$ cat config.mk
export PLATFORM = sky130hd
export DESIGN_NAME = vsig_signal_top
export DESIGN_NICKNAME = d
export VERILOG_FILES = /design/src/rtl/vsig_pkg.sv /design/src/rtl/vsig_prio_gate.sv /design/src/rtl/vsig_line_route.sv /design/src/rtl/vsig_out_regs.sv /design/src/rtl/vsig_signal_top.sv
export SDC_FILE = /design/constraint.sdc
export NUM_CORES = 1
export LEC_CHECK = 0
export BUFFER_PORTS_ARGS = -buffer_cell sky130_fd_sc_hd__buf_4
export CAP_MARGIN = 20
export CORE_MARGIN = 4
export CORE_UTILIZATION = 30
export DETAILED_ROUTE_END_ITERATION = 10
export PLACE_DENSITY = 0.66
export REMOVE_ABC_BUFFERS = 1
export SYNTH_ARGS = -nofsm -noshare
export SYNTH_HDL_FRONTEND = slang
export SYNTH_SLANG_ARGS = --single-unit
$ cat constraint.sdc
create_clock -name clk_i -period 0.8 [get_ports clk_i]
set_input_delay 0.04 -clock clk_i [delete_from_list [all_inputs] [get_ports clk_i]]
set_output_delay 0.04 -clock clk_i [all_outputs]
set_load 0.05 [all_outputs]
$ cat src/rtl/vsig_pkg.sv
package vsig_pkg;
  typedef enum logic {
    VSIG_GRP0 = 1'b0,
    VSIG_GRP1 = 1'b1
  } vsig_grp_e;

  typedef struct packed {
    logic irq;
    logic fiq;
  } vsig_lines_t;
endpackage

$ cat src/rtl/vsig_prio_gate.sv
module vsig_prio_gate #(
  parameter int PRIO_W = 8
) (
  input  logic              sel_valid_i,
  input  logic [PRIO_W-1:0] sel_prio_i,
  input  logic              sel_grp_i,
  input  logic [PRIO_W-1:0] vpmr_i,
  input  logic [PRIO_W-1:0] run_prio_i,
  input  logic [PRIO_W-1:0] gmask0_i,
  input  logic [PRIO_W-1:0] gmask1_i,
  input  logic              if_en_i,
  output logic              may_preempt_o
);
  localparam logic [PRIO_W-1:0] IdlePrio = {PRIO_W{1'b1}};

  logic [PRIO_W-1:0] grp_mask;
  logic              unmasked;
  logic              nothing_running;
  logic              beats_running;

  // Pick the mask of the candidate's own group.
  always_comb begin
    grp_mask = (sel_grp_i == vsig_pkg::VSIG_GRP1) ? gmask1_i : gmask0_i;
  end

  assign unmasked        = sel_prio_i < vpmr_i;
  assign nothing_running = run_prio_i == IdlePrio;
  // Only group-priority bits take part; strict less-than.
  assign beats_running   = (sel_prio_i & grp_mask) < (run_prio_i & grp_mask);

  assign may_preempt_o = if_en_i && sel_valid_i && unmasked &&
                         (nothing_running || beats_running);
endmodule

$ cat src/rtl/vsig_line_route.sv
module vsig_line_route (
  input  logic                  preempt_i,
  input  logic                  grp_i,
  output vsig_pkg::vsig_lines_t lines_o
);
  always_comb begin
    lines_o.irq = preempt_i && (grp_i == vsig_pkg::VSIG_GRP1);
    lines_o.fiq = preempt_i && (grp_i == vsig_pkg::VSIG_GRP0);
  end
endmodule

$ cat src/rtl/vsig_out_regs.sv
module vsig_out_regs (
  input  logic                  clk_i,
  input  logic                  rst_ni,
  input  logic                  refresh_i,
  input  logic                  el_change_i,
  input  vsig_pkg::vsig_lines_t lines_nxt_i,
  input  logic                  maint_nxt_i,
  output vsig_pkg::vsig_lines_t lines_q_o,
  output logic                  maint_q_o
);
  logic upd_lines;
  assign upd_lines = refresh_i || el_change_i;

  always_ff @(posedge clk_i or negedge rst_ni) begin
    if (!rst_ni) begin
      lines_q_o <= '0;
    end else if (upd_lines) begin
      lines_q_o <= lines_nxt_i;
    end
  end

  // The maintenance level follows only a full refresh.
  always_ff @(posedge clk_i or negedge rst_ni) begin
    if (!rst_ni) begin
      maint_q_o <= 1'b0;
    end else if (refresh_i) begin
      maint_q_o <= maint_nxt_i;
    end
  end
endmodule

$ cat src/rtl/vsig_signal_top.sv
module vsig_signal_top #(
  parameter int PRIO_W  = 8,
  parameter int MAINT_W = 8
) (
  input  logic               clk_i,
  input  logic               rst_ni,
  input  logic               refresh_i,
  input  logic               el_change_i,
  input  logic               sel_valid_i,
  input  logic [PRIO_W-1:0]  sel_prio_i,
  input  logic               sel_grp_i,
  input  logic [PRIO_W-1:0]  vpmr_i,
  input  logic [PRIO_W-1:0]  run_prio_i,
  input  logic [PRIO_W-1:0]  gmask0_i,
  input  logic [PRIO_W-1:0]  gmask1_i,
  input  logic               if_en_i,
  input  logic [MAINT_W-1:0] maint_cond_i,
  output logic               virq_o,
  output logic               vfiq_o,
  output logic               maint_o
);
  logic                  preempt;
  logic                  maint_nxt;
  vsig_pkg::vsig_lines_t lines_nxt;
  vsig_pkg::vsig_lines_t lines_q;

  vsig_prio_gate #(.PRIO_W(PRIO_W)) u_gate (
    .sel_valid_i  (sel_valid_i),
    .sel_prio_i   (sel_prio_i),
    .sel_grp_i    (sel_grp_i),
    .vpmr_i       (vpmr_i),
    .run_prio_i   (run_prio_i),
    .gmask0_i     (gmask0_i),
    .gmask1_i     (gmask1_i),
    .if_en_i      (if_en_i),
    .may_preempt_o(preempt)
  );

  vsig_line_route u_route (
    .preempt_i(preempt),
    .grp_i    (sel_grp_i),
    .lines_o  (lines_nxt)
  );

  assign maint_nxt = if_en_i && (|maint_cond_i);

  vsig_out_regs u_regs (
    .clk_i      (clk_i),
    .rst_ni     (rst_ni),
    .refresh_i  (refresh_i),
    .el_change_i(el_change_i),
    .lines_nxt_i(lines_nxt),
    .maint_nxt_i(maint_nxt),
    .lines_q_o  (lines_q),
    .maint_q_o  (maint_o)
  );

  assign virq_o = lines_q.irq;
  assign vfiq_o = lines_q.fiq;

  AST_ONE_LINE: assert property (@(posedge clk_i) disable iff (!rst_ni)
    !(virq_o && vfiq_o));
  AST_EN_OFF: assert property (@(posedge clk_i) disable iff (!rst_ni)
    (refresh_i && !if_en_i) |=> (!virq_o && !vfiq_o && !maint_o));
  AST_MASKED: assert property (@(posedge clk_i) disable iff (!rst_ni)
    ((refresh_i || el_change_i) && (sel_prio_i >= vpmr_i)) |=> (!virq_o && !vfiq_o));
  AST_NO_SEL: assert property (@(posedge clk_i) disable iff (!rst_ni)
    ((refresh_i || el_change_i) && !sel_valid_i) |=> (!virq_o && !vfiq_o));
  AST_EL_MAINT: assert property (@(posedge clk_i) disable iff (!rst_ni)
    (el_change_i && !refresh_i) |=> $stable(maint_o));
  AST_HOLD: assert property (@(posedge clk_i) disable iff (!rst_ni)
    (!el_change_i && !refresh_i) |=> ($stable(virq_o) && $stable(vfiq_o) && $stable(maint_o)));
endmodule

==> results.tsv <==
stage	metric	value	unit
die	FP Rows	16	
clock_tree	Worst-Skew Late Latency	0.23	ns
die	Die ar.	0.00303	mm2
clock_tree	H-Tree Depth	1	
die	num ports	58	
timing	headroom to the max-slew limit	0.753	
timing	fin. max-slew vios	0	
timing	Worst-Margin Slew	0.367	ns
power	leakage power	0.000710	uW
die	Initial Util	0.328	
grt	initial antenna violation count	0	
timing	unrepaired setup endpoints after global routing	true	
power	Pwr Total	1150	uW
timing	final worst-path cycle share	1.72	
placement	GPL Wtd Cong	0.781	
yosys	sequential area share after synthesis	0.113	
yosys	dominant synthesized flop cell	dfrtp_1	
worst_setup_path	reg2reg setup slack	0.05	ns
worst_setup_path	critical path endpoint category	flop	
finish	fillers	156	
grt	largest net degree at the start of global routing	6	
clock_tree	CTS buffer count	3	
detailed_routing	via count	899	
power	Power Dens Cells	828	mW/mm2
power	peak supply drop	0.468	mV
detailed_routing	antenna-violating nets left	0	
yosys	top-area cell type share of the netlist area	0.264	
run_status	failing checks	setup timing	
grt	first-pass GRT wire length	3.48	mm
finish	Nets	225	
timing	worst hold slack	0.0600	ns
yosys	Synth area leaders	ha_1 (26%), dfrtp_1 (11%), mux2_2 (10%)	
die	core box area	0.00202	mm2
worst_setup_path	crit-path max FO	4	
placement	HPWL after DPL	1.90	mm
run_status	outcome	finished, violations left	
timing	setup violators final	5	
worst_setup_path	Setup CP Type	in -> reg	
worst_setup_path	CP required	0.94	ns
yosys	syn avg cell area	7.89	um2
finish	Non-Filler Instances	182	
grt	GR Util All Layers	0.158	
yosys	Synth cell types	25	
die	Die H	55.0	um
clock_tree	CTS Sinks	3	
detailed_routing	WL/cell	13.8	um
finish	synthesis-to-finish area growth	109	%
detailed_routing	Detailed Routing Iterations Pass 1	4	
worst_setup_path	Critical Path Source	sel_grp_i	
placement	placed cell count	173	
clock_tree	CTS max path bufs	2	
clock_tree	CTS tree	yes	
worst_setup_path	Worst R2R Start	u_regs.lines_q_o[1]	
timing	final worst setup slack	-0.576	ns
yosys	async set or reset register ratio after synthesis	1.00	
yosys	most frequent cells after synthesis	ha_1 (14), nand2_1 (11), inv_1 (9)	
finish	fraction of layout cells with a size suffix above 1	0.594	
yosys	cell taking the most area after synthesis	ha_1	
timing	final hold violation count	0	
yosys	Cells after Synth	84	
timing	Tmin final	1.38	ns
worst_setup_path	WP data arrival	1.51	ns
detailed_routing	Iter 0 DRT Violations	15	
min_path	HP Class	in -> reg	
detailed_routing	vias per std cell	4.94	
detailed_routing	DRC viols	0	
yosys	Synth Register Bits	3	
yosys	Yosys warnings	0	
yosys	synthesized area	663	um2
die	Die Wd	55.0	um
clock_tree	CTS Root Cell	clkbuf_4	
worst_setup_path	r2r worst-path depth	3	
finish	ANT cells	0	
timing	Final Skew	0	ns
clock_tree	Worst-path clk slew	0.04	ns
placement	port bufs	57	
grt	total gr overflow	0	
worst_setup_path	Critical Path End	u_regs.lines_q_o[0]	
grt	vias in the first global route	852	
yosys	Post-synth EDFFs	0	
detailed_routing	final WL	2.52	mm
job	Max Cap Viol	0	
yosys	most common cell in the netlist	ha_1	
worst_setup_path	worst r2r dst	u_regs.lines_q_o[1]	
timing	fmax	727	MHz
worst_setup_path	crit start category	input pin	
==> metal layers <==
metal,GRT usage,vias to the layer above,wire length [um]
met5,0,-,0
li1,-,447,-
met2,0.309,38,1300
met1,0.170,410,968
met4,0.0324,0,17
met3,0.0349,4,228
==> worst max-delay path, cell delays in order <==
cell,delay (ns)
bufbuf_16,0.25
mux2_4,0.30
and2_4,0.17
ha_4,0.15
a21oi_2,0.12
o21ai_1,0.07
o22a_2,0.22
o31ai_2,0.18
==> layout make-up <==
| cell class | instances | area, um2 | share of cell area |
|---|---|---|---|
| inverter | 9 | 33.8 | 0.0243 |
| tap | 27 | 33.8 | 0.0243 |
| multi-input combinational | 71 | 657 | 0.473 |
| sequential | 3 | 75.1 | 0.0541 |
| timing repair buffer | 68 | 562 | 0.405 |
| clock buffer | 4 | 26.3 | 0.0189 |
==> state kept, by name (all words and copies together), names as in the netlist <==
name / flops
u_regs.lines_q_o: 2
u_regs.maint_q_o: 1
==> through the flow <==
step                      setup slack, ns  utilization  setup TNS, ns  cell area [um2]
after floorplan                    -0.781            -          -1.57              652
after global placement              -1.03        0.573          -2.02             1160
after detailed placement            -1.08        0.573          -2.10             1160
after CTS                          -0.572        0.674          -1.18             1360
after global routing               -0.640        0.686          -1.33             1390
final                              -0.576        0.686          -1.17             1390
==> logic make-up (layout without fill, tap and decap cells) <==
kind of cell               count (synthesis)  after routing  share of synthesized area
and+or+nand+nor                           33             33                      0.253
AOI/OAI and AO/OA                         16             16                      0.162
buffers and inverters                     10             81                     0.0679
adders and majority gates                 14             14                      0.264
muxes                                      8              8                      0.140
DFF                                        3              3                      0.113
==> power by group <==
group	switching (uW)	leakage (uW)	total (uW)	internal [uW]
Combinational	277	0.000656	715	438
Clock	79.1	0.0000150	266	187
Sequential	6.36	0.0000397	168	162
Total	362	0.000710	1150	787
==> how the worst min path moves through the flow <==
stage / from / to / slack (ns) / cells past startpoint
global placement: rst_ni / u_regs.lines_q_o[1] / -0.17 / 1
finish: if_en_i / u_regs.maint_q_o / 0.06 / 3
global route: if_en_i / u_regs.maint_q_o / 0.07 / 3
floorplan: rst_ni / u_regs.lines_q_o[0] / -0.26 / 0
CTS: if_en_i / u_regs.maint_q_o / 0.06 / 3
detailed placement: rst_ni / u_regs.lines_q_o[1] / -0.17 / 1
==> what timing repair did <==
item	4_1_cts	5_1_grt
setup endpoints to repair	5	5
pin swaps	14	2
hold buffers	1	0
resized for setup	23	3
hold endpoints to repair	3	0
gates cloned	1	0
buffers inserted	2	1
==> layout by cell type (no fill, tap or decap), types with 2 or more instances in the layout <==
cell	synthesis	layout
nand4_1	5	5
nand2_1	11	11
nor2_1	3	3
and2_4	0	5
a21oi_1	5	3
o211ai_1	2	2
o21ai_1	1	2
buf_6	1	3
mux2_4	1	6
ha_1	14	8
nor2b_1	2	2
a21oi_2	0	2
inv_1	9	9
buf_4	0	62
clkbuf_4	0	3
ha_4	0	6
nor4_1	2	2
nand3_1	2	2
o21ai_0	3	2
dfrtp_1	3	3
Power figures use the tool's default switching activity.
